### config.mk
export PLATFORM = sky130hd
export DESIGN_NAME = nco_dual_bank
export DESIGN_NICKNAME = d
export VERILOG_FILES = /design/src/rtl/nco_pkg.sv /design/src/rtl/nco_regbank.sv /design/src/rtl/nco_phase_acc.sv /design/src/rtl/nco_wave_shaper.sv /design/src/rtl/nco_dual_bank.sv
export SDC_FILE = /design/constraint.sdc
export NUM_CORES = 1
export LEC_CHECK = 0
export ABC_AREA = 0
export BUFFER_PORTS_ARGS = -buffer_cell sky130_fd_sc_hd__buf_2
export CELL_PAD_IN_SITES_DETAIL_PLACEMENT = 0
export CELL_PAD_IN_SITES_GLOBAL_PLACEMENT = 2
export CORE_ASPECT_RATIO = 0.75
export CORE_UTILIZATION = 33
export DETAILED_ROUTE_END_ITERATION = 12
export PLACE_DENSITY_LB_ADDON = 0.05
export RECOVER_POWER = 25
export SLEW_MARGIN = 20
export SYNTH_ARGS = -nofsm -noshare
export SYNTH_HDL_FRONTEND = slang
export SYNTH_HIERARCHICAL = 1
export SYNTH_SLANG_ARGS = --single-unit
### constraint.sdc
create_clock -name clk -period 8.2 [get_ports clk]
set_input_delay 1.23 -clock clk [delete_from_list [all_inputs] [get_ports clk]]
set_output_delay 1.23 -clock clk [all_outputs]
set_load 0.05 [all_outputs]
### src/rtl/nco_pkg.sv
package nco_pkg;
   localparam int unsigned ADDR_W = 3;
   localparam logic [ADDR_W-1:0] A_FTW0  = 3'd0;
   localparam logic [ADDR_W-1:0] A_FTW1  = 3'd1;
   localparam logic [ADDR_W-1:0] A_POFF0 = 3'd2;
   localparam logic [ADDR_W-1:0] A_POFF1 = 3'd3;
   localparam logic [ADDR_W-1:0] A_CTRL  = 3'd4;

   typedef struct packed {
      logic sq_en;     // bit 5
      logic sleep;     // bit 4
      logic tri_mode;  // bit 3
      logic sel_src;   // bit 2: 1 = control bits, 0 = pins
      logic pbank;     // bit 1
      logic fbank;     // bit 0
   } nco_ctrl_t;

   localparam int unsigned CTRL_W = $bits(nco_ctrl_t);

   // Rational half-wave sine approximation, amplitude 2^(outw-1)-1, sampled at bin centres
   function automatic longint sine_mag(longint h, int outw);
      longint d, n, p, amp;
      d   = longint'(1) << outw;
      n   = 2 * h + 1;
      p   = n * (d - n);
      amp = (longint'(1) << (outw - 1)) - 1;
      return (amp * 16 * p) / (5 * d * d - 4 * p);
   endfunction
endpackage

### src/rtl/nco_regbank.sv
module nco_regbank
   import nco_pkg::*;
#(
   parameter int unsigned ACC_W = 28,
   parameter int unsigned PH_W  = 12
) (
   input  logic              clk,
   input  logic              rst_n,
   input  logic              wr_en,
   input  logic [ADDR_W-1:0] wr_addr,
   input  logic [ACC_W-1:0]  wr_data,
   input  logic              fbank_pin,
   input  logic              pbank_pin,
   output logic [ACC_W-1:0]  ftw_sel,
   output logic [PH_W-1:0]   poff_sel,
   output nco_ctrl_t         ctrl
);
   localparam int unsigned NBANK = 2;

   logic [ACC_W-1:0] ftw_q  [NBANK];
   logic [PH_W-1:0]  poff_q [NBANK];
   nco_ctrl_t        ctrl_q;

   for (genvar b = 0; b < NBANK; b++) begin : g_bank
      always_ff @(posedge clk or negedge rst_n) begin
         if (!rst_n) begin
            ftw_q[b]  <= '0;
            poff_q[b] <= '0;
         end else if (wr_en) begin
            if (wr_addr == A_FTW0 + ADDR_W'(b))  ftw_q[b]  <= wr_data;
            if (wr_addr == A_POFF0 + ADDR_W'(b)) poff_q[b] <= wr_data[PH_W-1:0];
         end
      end

      p_hold_r9: assert property (@(posedge clk) disable iff (!rst_n)
         !wr_en |=> ($stable(ftw_q[b]) && $stable(poff_q[b])));
   end

   always_ff @(posedge clk or negedge rst_n) begin
      if (!rst_n)                             ctrl_q <= '0;
      else if (wr_en && wr_addr == A_CTRL)    ctrl_q <= nco_ctrl_t'(wr_data[CTRL_W-1:0]);
   end

   logic fsel, psel;
   always_comb begin
      fsel     = ctrl_q.sel_src ? ctrl_q.fbank : fbank_pin;
      psel     = ctrl_q.sel_src ? ctrl_q.pbank : pbank_pin;
      ftw_sel  = ftw_q[fsel];
      poff_sel = poff_q[psel];
      ctrl     = ctrl_q;
   end

   p_ctrl_hold_r9: assert property (@(posedge clk) disable iff (!rst_n)
      !(wr_en && wr_addr == A_CTRL) |=> $stable(ctrl_q));
endmodule

### src/rtl/nco_phase_acc.sv
module nco_phase_acc #(
   parameter int unsigned ACC_W = 28,
   parameter int unsigned PH_W  = 12
) (
   input  logic             clk,
   input  logic             rst_n,
   input  logic             clear,
   input  logic [ACC_W-1:0] ftw,
   input  logic [PH_W-1:0]  poff,
   output logic [PH_W-1:0]  phase
);
   logic [ACC_W-1:0] acc_q;
   logic [PH_W-1:0]  ps_q;

   always_ff @(posedge clk or negedge rst_n) begin
      if (!rst_n) begin
         acc_q <= '0;
         ps_q  <= '0;
      end else if (clear) begin
         acc_q <= '0;
         ps_q  <= '0;
      end else begin
         acc_q <= acc_q + ftw;
         ps_q  <= acc_q[ACC_W-1 -: PH_W] + poff;
      end
   end

   assign phase = ps_q;

   p_clear_zero_r6: assert property (@(posedge clk) disable iff (!rst_n)
      clear |=> (acc_q == '0 && ps_q == '0));
endmodule

### src/rtl/nco_wave_shaper.sv
module nco_wave_shaper
   import nco_pkg::*;
#(
   parameter int unsigned PH_W      = 12,
   parameter int unsigned OUT_W     = 10,
   parameter bit          SINE_FOLD = 1'b1
) (
   input  logic             clk,
   input  logic             rst_n,
   input  logic             clear,
   input  logic             sleep,
   input  logic             tri_mode,
   input  logic             sq_en,
   input  logic [PH_W-1:0]  phase,
   output logic [OUT_W-1:0] sample,
   output logic             square
);
   localparam int unsigned MAG_W = OUT_W - 1;
   localparam int unsigned QDEPTH = 1 << (OUT_W - 2);
   localparam int unsigned FDEPTH = 1 << OUT_W;
   localparam logic [OUT_W-1:0] MID = OUT_W'(1) << (OUT_W - 1);

   logic [OUT_W-1:0] addr;
   logic [OUT_W-1:0] sine_code;
   logic [OUT_W-1:0] tri_code;
   logic [OUT_W-1:0] tri_raw;

   assign addr    = phase[PH_W-1 -: OUT_W];
   assign tri_raw = phase[PH_W-2 -: OUT_W];
   assign tri_code = phase[PH_W-1] ? ~tri_raw : tri_raw;

   if (SINE_FOLD) begin : g_quarter
      logic [MAG_W-1:0] rom [QDEPTH];
      logic [OUT_W-3:0] qidx;
      logic [MAG_W-1:0] mag;
      for (genvar i = 0; i < QDEPTH; i++) begin : g_rom
         localparam logic [MAG_W-1:0] V = MAG_W'(sine_mag(longint'(i), OUT_W));
         assign rom[i] = V;
      end
      assign qidx = addr[OUT_W-2] ? ~addr[OUT_W-3:0] : addr[OUT_W-3:0];
      assign mag  = rom[qidx];
      assign sine_code = addr[OUT_W-1] ? (MID - OUT_W'(1) - {1'b0, mag})
                                       : (MID + {1'b0, mag});
   end else begin : g_full
      logic [OUT_W-1:0] rom [FDEPTH];
      for (genvar i = 0; i < FDEPTH; i++) begin : g_rom
         localparam longint M = sine_mag(longint'(i % (FDEPTH / 2)), OUT_W);
         localparam logic [OUT_W-1:0] V = (i >= FDEPTH / 2) ?
            OUT_W'(longint'(MID) - 1 - M) : OUT_W'(longint'(MID) + M);
         assign rom[i] = V;
      end
      assign sine_code = rom[addr];
   end

   always_ff @(posedge clk or negedge rst_n) begin
      if (!rst_n) begin
         sample <= MID;
         square <= 1'b0;
      end else if (clear) begin
         sample <= MID;
         square <= 1'b0;
      end else begin
         sample <= sleep ? '0 : (tri_mode ? tri_code : sine_code);
         square <= sq_en & phase[PH_W-1];
      end
   end

   p_sleep_zero_r7: assert property (@(posedge clk) disable iff (!rst_n)
      (sleep && !clear) |=> (sample == '0));
   p_midscale_r6: assert property (@(posedge clk) disable iff (!rst_n)
      clear |=> (sample == MID && !square));
   p_square_gate_r8: assert property (@(posedge clk) disable iff (!rst_n)
      !sq_en |=> !square);
endmodule

### src/rtl/nco_dual_bank.sv
module nco_dual_bank
   import nco_pkg::*;
#(
   parameter int unsigned ACC_W     = 28,
   parameter int unsigned PH_W      = 12,
   parameter int unsigned OUT_W     = 10,
   parameter bit          SINE_FOLD = 1'b1
) (
   input  logic              clk,
   input  logic              rst_n,
   input  logic              wr_en,
   input  logic [2:0]        wr_addr,
   input  logic [ACC_W-1:0]  wr_data,
   input  logic              fbank_pin,
   input  logic              pbank_pin,
   input  logic              clear,
   input  logic              sleep_pin,
   output logic [OUT_W-1:0]  sample_o,
   output logic              square_o
);
   if (OUT_W < 4) begin : g_bad_out
      $error("nco_dual_bank: OUT_W must be at least 4");
   end
   if (PH_W < OUT_W + 1) begin : g_bad_ph
      $error("nco_dual_bank: PH_W must exceed OUT_W");
   end
   if (ACC_W < PH_W) begin : g_bad_acc
      $error("nco_dual_bank: ACC_W must be at least PH_W");
   end
   if (ACC_W < CTRL_W) begin : g_bad_ctrl
      $error("nco_dual_bank: ACC_W too narrow for control word");
   end

   logic [ACC_W-1:0] ftw_sel;
   logic [PH_W-1:0]  poff_sel;
   logic [PH_W-1:0]  phase;
   nco_ctrl_t        ctrl;

   nco_regbank #(.ACC_W(ACC_W), .PH_W(PH_W)) u_regs (
      .clk(clk), .rst_n(rst_n), .wr_en(wr_en), .wr_addr(wr_addr),
      .wr_data(wr_data), .fbank_pin(fbank_pin), .pbank_pin(pbank_pin),
      .ftw_sel(ftw_sel), .poff_sel(poff_sel), .ctrl(ctrl)
   );

   nco_phase_acc #(.ACC_W(ACC_W), .PH_W(PH_W)) u_acc (
      .clk(clk), .rst_n(rst_n), .clear(clear),
      .ftw(ftw_sel), .poff(poff_sel), .phase(phase)
   );

   nco_wave_shaper #(.PH_W(PH_W), .OUT_W(OUT_W), .SINE_FOLD(SINE_FOLD)) u_shape (
      .clk(clk), .rst_n(rst_n), .clear(clear),
      .sleep(sleep_pin | ctrl.sleep), .tri_mode(ctrl.tri_mode), .sq_en(ctrl.sq_en),
      .phase(phase), .sample(sample_o), .square(square_o)
   );

   p_reset_mid_r10: assert property (@(posedge clk)
      $rose(rst_n) |-> (sample_o == (OUT_W'(1) << (OUT_W - 1)) && !square_o));
endmodule

== After elaboration in Yosys (flattened, before gate mapping) ==
Memories as Yosys holds them, arrays and structs flattened.
Index checks and enable logic that the tools add are counted.

* $add $sub $neg: 4
* Order comparisons: 3
* Equal/unequal tests: 4
* Muxes and demuxes: 19
* Bitwise gates (word level): 7
* Reduce and logical (&&, ||, !) cells: 6

{| class="wikitable"
|+ Operators with widths
! cell !! number
|-
| $mux 28 || 4
|-
| $mux 10 || 5
|-
| $mux 12 || 4
|-
| $add 28x28->28 || 1
|-
| $mux 9 || 2
|-
| $add 12x12->12 || 1
|-
| $add 10x9->10 const A || 1
|-
| $not 10->10 || 1
|-
| $sub 9x9->10 const A || 1
|-
| $ge 9x9->1 const B || 1
|-
| $not 8->9 || 1
|-
| $mux 8 || 1
|-
| $not 8->8 || 1
|-
| $reduce_and 2->1 || 4
|-
| $eq 3x2->1 const B || 2
|-
| $ge 2x2->1 const B || 2
|-
| $not 1->2 || 2
|-
| $eq 3x1->1 const B || 1
|-
| $eq 3x3->1 const B || 1
|-
| $logic_not 3->1 || 1
|-
| $mux 1 || 3
|-
| $and 1x1->1 || 1
|-
| $logic_and 1x1->1 || 1
|-
| $or 1x1->1 || 1
|}

* Register bits after elaboration: 137
* ROM bits: 2304
* Input bits: 38
* Output and inout bits: 11
* Logic and storage cells: 58
* Memories: 1

{| class="wikitable"
|+ Memories
! memory !! depth !! width !! read ports !! clocked after memory_dff !! wr ports !! line !! source
|-
| (name not given) || 256 || 9 || 1 || 0 || 0 || nco_wave_shaper.sv:41 || <nowiki>assign mag = rom[qidx];</nowiki>
|}

== Logic depth before layout (Yosys ltp) ==
* Word-level depth: 11
* Mapped depth: 11
* Gate-level depth less buffers: 11

== Hierarchy ==
Netlist, hierarchy kept.

{| class="wikitable"
|+ By module, submodules not included
! module !! times used !! cells each !! area an instance (um^2) !! sequential area each (um^2)
|-
| nco_wave_shaper || 1 || 687 || 4586.9 || 276.5
|-
| nco_regbank || 1 || 231 || 3853.7 || 2152.1
|-
| nco_phase_acc || 1 || 376 || 3270.6 || 1001.0
|-
| nco_dual_bank || 1 || 1 || 6.3 || 0.0
|}

== Worst setup path before layout ==
No wires, ideal clock.

* Kind: input port to flip-flop
* Start: input fbank_pin
* End: register u_acc.acc_q[24]
* Library setup time: 0.125 ns
* Arrival time: 3.791 ns
* Required time: 8.075 ns
* Path slack: 4.284 ns
* Cell stages on the path: 10
* Buffers on the path: 0
* Path through: mux2i_4 mux2_2 ha_1 fa_1 a21oi_1 o22ai_1 o21ai_2 nor2_1 a311oi_1 mux2_2

* Cells in the longest elaborated chain, start to end: 7

{| class="wikitable"
|+ RTL lines
! what !! line !! source
|-
| start: declaration || nco_dual_bank.sv:14 || <nowiki>input logic fbank_pin,</nowiki>
|-
| $mux 1 || nco_regbank.sv:46 || <nowiki>fsel = ctrl_q.sel_src ? ctrl_q.fbank : fbank_pin;</nowiki>
|-
| $not 1->2 (implied by the code) || nco_regbank.sv:48 || <nowiki>ftw_sel = ftw_q[fsel];</nowiki>
|-
| $mux 28 (implied by the code) (3 in a row) || nco_regbank.sv:48 ||
|-
| named net ftw_sel[0] || nco_dual_bank.sv:34 || <nowiki>logic [ACC_W-1:0] ftw_sel;</nowiki>
|-
| $add 28x28->28 || nco_phase_acc.sv:23 || <nowiki>acc_q <= acc_q + ftw;</nowiki>
|-
| $mux 28 || nco_phase_acc.sv:19 || <nowiki>end else if (clear) begin</nowiki>
|-
| end signal: assignment || nco_phase_acc.sv:23 ||
|-
| end: declaration || nco_phase_acc.sv:12 || <nowiki>logic [ACC_W-1:0] acc_q;</nowiki>
|}

The timed path passes the listed nets, and every way through them passes these cells. The select of a mux whose other input is x is not followed.
A chain may end at the register's enable or synchronous reset.

==> reports/results.txt <==
Skew-Pair Late Insertion Delay: 0.44 ns
Cell Pwr Density: 418 nW/um^2
CP Class: primary input to asynchronous set/reset pin
Postcts setup bufs: 0
Critical path data arrival time: 4.60 ns
Post-DP HPWL: 31100 um
GRT met2 Usage: 0.301
Number of hold buffers added after CTS: 0
TritonCTS Buffers: 17
CTS tree: built
Worst min path class: flip-flop to flip-flop
Fraction of layout cells with a size suffix above 1: 0.223
Crit path max-delay family: buffers and inverters
Top Ports: 49
Cell Rows: 59
# nets final: 1343
Layer carrying the most global-route usage: met1
Vias in the first global route: 9894
GRT met1 Usage: 0.406
Core Box Area: 34800 um^2
Clock-pin slew on the worst setup and hold paths: 0.06 ns
Fill cell count: 3620
RSZ-0062 raised after global routing: no
Antenna Nets Post-Route: 0
Port Buffers: 48
Crit path largest cell delay: 3.29 ns
Hold Fails Final Rpt: 0
Max-slew headroom: -2.20
Peak supply drop: 0.185 mV
Comb pwr share: 0.638
P_leak: 5.04 nW
Sink Count: 136
Syn Area/Cell: 9.04 um^2
Cell area after synthesis: 11700 um^2
CP required: 7.60 ns
Via density: 6.09
GRT Util Overall: 0.251
Register share of total power: 0.206
CTS resizes: 0
Status: complete, but fails checks
CP Launch Type: primary input
Placed instance count: 1703
Syn. warnings: 6
Die Area: 36200 um^2
Switching power: 2.68 mW
Final setup viols: 0
Initial DRC count: 1099
GP Congestion: 0.946
Final min period: 5.19 ns
Fin crit share: 0.633
Wirelength per Cell: 25.7 um
CP endpoint kind: asynchronous set/reset pin
Fmax: 193 MHz
Register Area: 3420 um^2
Area of the multi-input gates: 7470 um^2
CTS Root Buffer Type: clkbuf_16
Max_cap viols: 1
DR vias: 10573
Slew @ Worst Pin: 4.79 ns
Final Skew: 0.00930 ns
Fin Setup TNS: 0 ns
First-pass GRT wire length: 66700 um
Die X: 219 um
Synth Instances: 1293
Max Buffers Root-to-Sink: 2
Sum of buffers and inverters on the critical path: 1
Drt total wl: 44700 um
Drt pass-1 iters: 5
Initial Util: 0.336
Crit-path cells: clkbuf_1
Failing checks: max-capacitance violations, max-slew violations
# DRC: 0
Antenna violations before repair: 0
Post-Syn Nets: 1371
Largest net degree at the start of global routing: 87
Layout area overhead: 7.42%
Crit path max fanout: 86
Switching portion of total power: 0.511
Htree depth: 4
Internal Pwr Total: 2.56 mW
Die Y: 165 um
Total grt overflow: 0
Clock share of power: 0.156
Slowest cell on the critical path: clkbuf_1
Slew Viols, Final: 87
Post-route non-filler standard cell count: 1736
Met3 GRT Util: 0.0768
-- area by class of cell --
type,instances,share of cell area
clock buffer,19,0.0353
tap,457,0.0455
inverter,19,0.00568
timing repair buffer,69,0.0316
antenna,1,0.000199
sequential,136,0.272
multi-input combinational,1022,0.595
clock inverter,13,0.0142
-- state kept, by name (all words and copies together), names as in the netlist --
| register | cells |
|---|---|
| u_acc/acc_q | 28 |
| u_acc/phase | 11 |
| u_regs/ctrl | 6 |
| u_regs/ftw_q | 56 |
| u_regs/poff_q | 24 |
| u_shape/sample | 10 |
| u_shape/square | 1 |
-- worst paths after layout --
kind / startpoint / to / slack (ns) / cells after the start
max: rst_n / u_acc/acc_q[18]$_DFF_PN0_ / 3.01 / 1
min: u_regs/ftw_q[31]$_DFFE_PN0P_ / u_regs/ftw_q[31]$_DFFE_PN0P_ / 0.49 / 1
max reg2reg: u_regs/ctrl[2]$_DFFE_PN0P_ / u_acc/acc_q[24]$_DFF_PN0_ / 4.19 / 11
min reg2reg: u_regs/ftw_q[31]$_DFFE_PN0P_ / u_regs/ftw_q[31]$_DFFE_PN0P_ / 0.49 / 1
max in group clk: fbank_pin / u_acc/acc_q[24]$_DFF_PN0_ / 3.84 / 12
min in group asynchronous: rst_n / u_regs/ftw_q[33]$_DFFE_PN0P_ / 2.51 / 1
-- layout by cell type (no fill, tap or decap), types with 7 or more instances in the layout --
cell type  count
a21oi_1      103
a22oi_1        7
nand2b_1      28
o21bai_1       8
xor2_1        11
o21ai_0       79
mux2i_1       13
o31ai_1        9
dfrtp_1      128
nor3b_1       12
nand2_1       73
inv_1         16
nor3_1        31
ha_1          38
o22ai_1       22
a211oi_1      17
mux2_2       105
o32ai_1        9
buf_2         47
nor2_1        93
a221oi_1      16
clkbuf_16     17
nor2b_1       26
a311oi_1       9
nand3_1       29
o221ai_1      15
o211ai_1       8
buf_4         21
xnor2_1       24
a21o_1        13
nand4_1        7
mux2_4        23
or2_2         10
a31oi_1       24
-- through the flow --
stage / area (um^2) / utilization / setup slack [ns] / total power [mW] / hold slack, ns
floorplan: 11700 / - / 4.28 / 3.43 / 0.452
global placement: 11900 / 0.343 / 3.44 / 4.38 / 0.468
detailed placement: 11900 / 0.343 / 3.38 / 4.33 / 0.470
CTS: 12600 / 0.361 / 3.83 / 5.18 / 0.490
global route: 12600 / 0.361 / 2.00 / 5.56 / 0.510
finish: 12600 / 0.361 / 3.01 / 5.24 / 0.490
-- power groups by stage --
| stage | Combinational [mW] | Sequential, mW | Clock (mW) |
|---|---|---|---|
| floorplan | 2.44 | 0.990 | 0 |
| global placement | 3.29 | 1.09 | 0 |
| detailed placement | 3.24 | 1.09 | 0 |
| CTS | 3.26 | 1.08 | 0.843 |
| global route | 3.58 | 1.11 | 0.869 |
| finish | 3.34 | 1.08 | 0.818 |
-- per-layer routing --
layer  wire (um)  up-vias  part of all wire
li1            -     4814                 -
met1       23600     5314              0.53
met2       16200      395              0.36
met3        4130       48             0.092
met4         640        2             0.014
met5          49        -            0.0011
Note: power is estimated with default switching activity, not from simulation.
